==> src/rtl/modas_pkg.sv <==
package modas_pkg;

    typedef enum logic [1:0] {
        OP_ADD     = 2'b00,
        OP_SUB     = 2'b01,
        OP_DBL     = 2'b10,
        OP_ADD_ALT = 2'b11
    } modas_op_e;

    typedef enum logic [1:0] {
        ST_IDLE  = 2'b00,
        ST_FIRST = 2'b01,
        ST_FIX   = 2'b10
    } modas_state_e;

    typedef struct packed {
        logic z;    // output bit
        logic cy;   // carry (add) or borrow (subtract)
    } bit_res_t;

    function automatic bit_res_t serial_step(input logic x, input logic y,
                                             input logic cin, input logic do_sub);
        bit_res_t r;
        r.z = x ^ y ^ cin;
        if (do_sub)
            r.cy = (~x & y) | (~x & cin) | (y & cin);
        else
            r.cy = (x & y) | (x & cin) | (y & cin);
        return r;
    endfunction

    function automatic int cnt_width(input int w);
        return (w < 2) ? 1 : $clog2(w);
    endfunction

endpackage

==> src/rtl/modas_bitcell.sv <==
module modas_bitcell
    import modas_pkg::*;
(
    input  logic clk,
    input  logic rst,
    input  logic clr,
    input  logic en,
    input  logic do_sub,
    input  logic x,
    input  logic y,
    output logic z,
    output logic cy_next
);
    logic     cy_q;
    bit_res_t r;

    always_comb begin
        r       = serial_step(x, y, cy_q, do_sub);
        z       = r.z;
        cy_next = r.cy;
    end

    always_ff @(posedge clk) begin
        if (rst)
            cy_q <= 1'b0;
        else if (clr)
            cy_q <= 1'b0;
        else if (en)
            cy_q <= cy_next;
    end

endmodule

==> src/rtl/modas_seq.sv <==
module modas_seq
    import modas_pkg::*;
#(
    parameter int W = 160
) (
    input  logic                     clk,
    input  logic                     rst,
    input  logic                     start,
    input  logic                     need_fix,
    output modas_state_e             st,
    output logic [cnt_width(W)-1:0]  cnt,
    output logic                     accept,
    output logic                     enter_fix,
    output logic                     done
);
    localparam int CW = cnt_width(W);
    localparam logic [CW-1:0] LAST = CW'(W - 1);

    logic last;

    always_comb begin
        last      = (cnt == LAST);
        accept    = (st == ST_IDLE) && start;
        enter_fix = (st == ST_FIRST) && last && need_fix;
    end

    always_ff @(posedge clk) begin
        if (rst) begin
            st   <= ST_IDLE;
            cnt  <= '0;
            done <= 1'b0;
        end else begin
            done <= 1'b0;
            unique case (st)
                ST_IDLE: begin
                    cnt <= '0;
                    if (start) st <= ST_FIRST;
                end
                ST_FIRST: begin
                    if (last) begin
                        cnt <= '0;
                        if (need_fix) begin
                            st <= ST_FIX;
                        end else begin
                            st   <= ST_IDLE;
                            done <= 1'b1;
                        end
                    end else begin
                        cnt <= cnt + 1'b1;
                    end
                end
                ST_FIX: begin
                    if (last) begin
                        cnt  <= '0;
                        st   <= ST_IDLE;
                        done <= 1'b1;
                    end else begin
                        cnt <= cnt + 1'b1;
                    end
                end
                default: st <= ST_IDLE;
            endcase
        end
    end

    // the correcting pass is entered only straight after the final bit of the first pass
    a_r6_fix_follows_first: assert property (@(posedge clk) disable iff (rst)
        (st == ST_FIX && $past(st) != ST_FIX) |-> ($past(st) == ST_FIRST && $past(cnt) == LAST));

    // the bit counter never passes the last bit position
    a_r6_cnt_range: assert property (@(posedge clk) disable iff (rst)
        (cnt <= LAST));

    // a start during a pass does not restart the count
    a_r10_busy_start_ignored: assert property (@(posedge clk) disable iff (rst)
        (st == ST_FIRST && !last && start) |=> (st == ST_FIRST && cnt == $past(cnt) + 1'b1));

    // done is a single-cycle pulse
    a_r9_done_pulse: assert property (@(posedge clk) disable iff (rst)
        done |=> !done);

endmodule

==> src/rtl/modas_unit.sv <==
module modas_unit
    import modas_pkg::*;
#(
    parameter int W = 160
) (
    input  logic         clk,
    input  logic         rst,
    input  logic         start,
    input  logic [1:0]   op,
    input  logic [W-1:0] a,
    input  logic [W-1:0] b,
    input  logic [W-1:0] n,
    output logic [W-1:0] result,
    output logic         done
);
    localparam int CW = cnt_width(W);

    modas_state_e  st;
    logic [CW-1:0] cnt;
    logic          accept, enter_fix, need_fix;

    logic [W-1:0]  a_sr, b_sr, n_sr, r_sr;
    logic          mode_sub;

    logic          step, in_first;
    logic          m_x, m_y, m_sub, m_z, m_cy;
    logic          t_z, t_cy;

    always_comb begin
        step     = (st != ST_IDLE);
        in_first = (st == ST_FIRST);
        m_x      = in_first ? a_sr[0] : r_sr[0];
        m_y      = in_first ? b_sr[0] : n_sr[0];
        m_sub    = in_first ? mode_sub : ~mode_sub;
        // addition: fix when carry out, or when the low bits do not borrow against n
        need_fix = mode_sub ? m_cy : (m_cy | ~t_cy);
        result   = r_sr;
    end

    modas_seq #(.W(W)) u_seq (
        .clk       (clk),
        .rst       (rst),
        .start     (start),
        .need_fix  (need_fix),
        .st        (st),
        .cnt       (cnt),
        .accept    (accept),
        .enter_fix (enter_fix),
        .done      (done)
    );

    // main serial cell: raw op in the first pass, correction in the second
    modas_bitcell u_main (
        .clk     (clk),
        .rst     (rst),
        .clr     (accept | enter_fix),
        .en      (step),
        .do_sub  (m_sub),
        .x       (m_x),
        .y       (m_y),
        .z       (m_z),
        .cy_next (m_cy)
    );

    // trial cell: serial compare of the raw sum against n during the first pass
    modas_bitcell u_trial (
        .clk     (clk),
        .rst     (rst),
        .clr     (accept),
        .en      (in_first),
        .do_sub  (1'b1),
        .x       (m_z),
        .y       (n_sr[0]),
        .z       (t_z),
        .cy_next (t_cy)
    );

    always_ff @(posedge clk) begin
        if (rst) begin
            a_sr     <= '0;
            b_sr     <= '0;
            n_sr     <= '0;
            r_sr     <= '0;
            mode_sub <= 1'b0;
        end else if (accept) begin
            a_sr     <= a;
            b_sr     <= (modas_op_e'(op) == OP_DBL) ? a : b;
            n_sr     <= n;
            r_sr     <= '0;
            mode_sub <= (modas_op_e'(op) == OP_SUB);
        end else if (step) begin
            if (in_first) begin
                a_sr <= {1'b0, a_sr[W-1:1]};
                b_sr <= {1'b0, b_sr[W-1:1]};
            end
            n_sr <= {n_sr[0], n_sr[W-1:1]};
            r_sr <= {m_z, r_sr[W-1:1]};
        end
    end

    // result holds while idle and no new start arrives
    a_r9_result_hold: assert property (@(posedge clk) disable iff (rst)
        (st == ST_IDLE && !start) |=> $stable(result));

    // done only follows a pass
    a_r6_done_after_pass: assert property (@(posedge clk) disable iff (rst)
        done |-> ($past(st) == ST_FIRST || $past(st) == ST_FIX));

    // a subtraction enters correction only on a borrow
    a_r8_sub_fix_on_borrow: assert property (@(posedge clk) disable iff (rst)
        (enter_fix && mode_sub) |-> m_cy);

endmodule

==> config.mk <==
export PLATFORM = sky130hd
export DESIGN_NAME = modas_unit
export DESIGN_NICKNAME = d
export VERILOG_FILES = /design/src/rtl/modas_pkg.sv /design/src/rtl/modas_bitcell.sv /design/src/rtl/modas_seq.sv /design/src/rtl/modas_unit.sv
export SDC_FILE = /design/constraint.sdc
export NUM_CORES = 2
export LEC_CHECK = 0
export ABC_AREA = 1
export BUFFER_PORTS_ARGS = -buffer_cell sky130_fd_sc_hd__buf_2
export CORE_MARGIN = 3
export CORE_UTILIZATION = 37
export CTS_BUF_LIST = sky130_fd_sc_hd__clkbuf_8 sky130_fd_sc_hd__clkbuf_16
export CTS_CLUSTER_DIAMETER = 200
export DETAILED_ROUTE_END_ITERATION = 16
export PLACE_DENSITY = 0.57
export SYNTH_ARGS = -nofsm -noshare
export SYNTH_HDL_FRONTEND = slang
export SYNTH_SLANG_ARGS = --single-unit
==> constraint.sdc <==
create_clock -name clk -period 2.37 [get_ports clk]
set_clock_uncertainty 0.2 [all_clocks]
set_input_delay 0.237 -clock clk [delete_from_list [all_inputs] [get_ports clk]]
set_output_delay 0.237 -clock clk [all_outputs]
set_load 0.1 [all_outputs]
==> impl_results.md <==
* Residual DRC at 0
* CP Max Fanout at 53
* Final instance area at 0.03952 mm^2
* Clock sinks at 654
* Cell variety after synth at 29
* Crit end category: flip-flop
* Max Cap Violations at 0
* Pwr dens at 1013 mW/mm^2
* CP max stage cell: dfxtp_1
* Setup violations, final at 0
* Synth Area per Inst at 7.316 um^2
* Vias per inst at 5.142
* 1st-iter DRT viols at 2276
* Die footprint at 0.07897 mm^2
* Final Critical Period at 2250 ps
* CP required at 2670 ps
* Largest family of logic cells by synthesized area: compound AO/OA/AOI/OAI gates
* Total power at 40.03 mW
* GP Congestion at 0.8294
* Net count, final at 5282
* Synth Area in Compound Gates at 28.92%
* Run status: complete, no violations
* RSZ-0062 raised after global routing: true
* I/O Pins at 646
* DR pass1 iterations at 6
* Fillers at 6948
* LEAKAGE at 17.26 nW
* FP Rows at 100
* Vias in the first global route at 28340
* Fin cells at 5816
* Syn Nets at 4317
* Via count at 29910
* Register bit count reported by yosys at 654
* CP bufs+invs at 5
* Synth Area in Simple Gates at 13.99%
* Post-route ant nets at 0
* Main flop type after synthesis: dfxtp_1
* Clock buffer depth at 3
* Share of cells above drive strength 1 at 18.04%
* Worst hold path class: primary input to flip-flop
* Clk_lat worst skew at 610 ps
* Worst path max stage delay at 390 ps
* Antenna violations before repair at 3
* Slew @ Worst Pin at 846.7 ps
* Vert. Die Dim at 281.0 um
* Worst Setup Start Kind: flip-flop
* Placed Area at 0.03221 mm^2
* Port bufs at 645
* Area grow syn2layout at 41.22%
* CP Class: flip-flop to flip-flop
* Period Utilization, post-route at 94.93%
* Commonest non-fill, non-tap cell in the layout: nand2_1
* Root buffer cell: clkbuf_16
* Pin count of the biggest net entering global routing at 181
* First-pass GRT wire length at 151500 um
* Crit path max-delay family: buffers and inverters
* Cell Chain, Critical Path: inv_1 > ha_4 > nand2_8 > inv_16 > nor2_4 > clkinv_8 > buf_4 > clkbuf_16 > o21ai_1 > a21oi_1
* Mapped Cells at 3825
* Most frequent cells in the layout: 672 x nand2_1, 653 x dfxtp_1, 646 x a21oi_1
* Synthesized area at 0.02799 mm^2
* Worst-path clk slew at 60 ps
* Number of synthesized flops with an enable pin at 0
* TritonCTS buffer count at 74
* CTS tree: done
* Multiplexer area fraction after synthesis at 0%
* Die Wd at 281.0 um
* Slew HR at 43.55%
* Initial Util at 37.47%
* Pins Over Slew Limit at 0
* Max VDD drop at 0.9137 mV
* Core box area at 0.07470 mm^2
* Final core occ at 52.91%
* Post-Synth XOR/XNOR Area at 0.06259%
* GRT Residual Overflow at 0
* H-tree levels at 3
* Gr usage total at 23.35%
* Async set-reset flop share out of synthesis at 0%
* Wirelength per Cell at 16.75 um
* Dpl cells at 5198
* WL final at 97400 um
* Hpwl dp at 60930 um
* Hold violation total from the final report at 0
* Adder-cell share of the synthesized area at 0.3130%
* Worst EP arrival at 2540 ps
* Post-synthesis sequential area ratio at 46.78%
* Yosys Warn Count at 0
* Achievable Freq at 444.5 MHz
per-stage QoR:
stage,setup TNS (ps),hold WS [ps],worst slack (ps)
2_1_floorplan,0,106.1,232.4
3_3_place_gp,0,256.4,122.5
3_5_place_dp,0,264.3,126.8
4_1_cts,0,0.6951,57.31
5_1_grt,-62.41,46.21,-44.96
6_report,0,0.5076,120.2
logic make-up (layout without fill, tap and decap cells):
logic type / Yosys count / count (layout)
buf+inv: 681 / 1700
compound gates: 1455 / 1455
other cells: 0 / 3
fa+ha+maj: 7 / 7
flops: 654 / 654
xor+xnor: 2 / 2
simple gates: 1026 / 1026
worst register-to-register path, delay by kind of cell (launching register included):
kind / cells / cell delay, ps
and+or+nand+nor: 2 / 330
DFF: 1 / 390
buffers and inverters: 5 / 790
AOI/OAI and AO/OA: 2 / 200
adders and majority gates: 1 / 230
final cells by class:
class | instances | area, um^2 | share of cell area (%)
flip-flops and latches | 654 | 13090 | 33.13
multi-input cells | 2490 | 12140 | 30.72
repair buffers | 1220 | 9310 | 23.56
clock buffers | 91 | 2120 | 5.363
inverters | 349 | 1356 | 3.432
well taps | 969 | 1212 | 3.068
clock inverters | 39 | 274.0 | 0.6933
repair inverters | 1 | 8.758 | 0.02216
diodes | 3 | 7.507 | 0.01900
repair_timing:
item                       in CTS  in global routing
gates resized for setup         0                 11
hold endpoints to repair      482                  0
setup endpoints to repair       0                262
hold buffers                  479                  0
buffers inserted                0                  4
power by group:
part / leakage (nW) / switching, mW / internal [mW] / total (mW)
Clock: 1.26 / 4.73 / 6.56 / 11.3
Sequential: 5.36 / 1.08 / 13.6 / 14.6
Combinational: 10.6 / 8.95 / 5.15 / 14.1
Total: 17.3 / 14.8 / 25.3 / 40.0
path summary, 6_finish.rpt:
kind / endpoint / startpoint / slack, ps / cells after the start
worst min-delay path: b_sr[12] / b[12] / 0.5 / 5
worst min register to register: result[30] / result[31] / 270 / 2
worst max register to register: b_sr[54] / u_seq.st[0] / 120 / 10
worst max-delay path: b_sr[54] / u_seq.st[0] / 120 / 10
registers in the layout, indices dropped and copies added (netlist names):
register and count:
a_sr 160, b_sr 160, mode_sub 1, n_sr 160
result 160, u_main.cy_q 1, u_seq.cnt 8, u_seq.done 1
u_seq.st 2, u_trial.cy_q 1
Yosys cell counts, types with 6 or more instances:
library cell	n	share of area, %
inv_1	341	4.6
a21oi_1	646	12
buf_4	6	0.16
ha_1	7	0.31
nand2_1	672	9.0
buf_1	19	0.25
nor2_1	333	4.5
clkbuf_1	170	2.3
o21ai_0	458	8.2
o21ai_1	26	0.46
inv_2	7	0.094
o221ai_1	160	5.0
nand3_1	6	0.11
o22ai_1	158	3.5
dfxtp_1	654	47
buf_2	129	2.3
per-layer routing:
metal  vias up  track usage (%)  part of all wire [%]
met5         -                0                     0
met1     13610            29.60                    42
met4         0            11.64                   4.9
met2      1158            38.36                    47
met3       307            4.054                   6.1
li1      14830                -                     -
(Power assumes the default switching activity.)
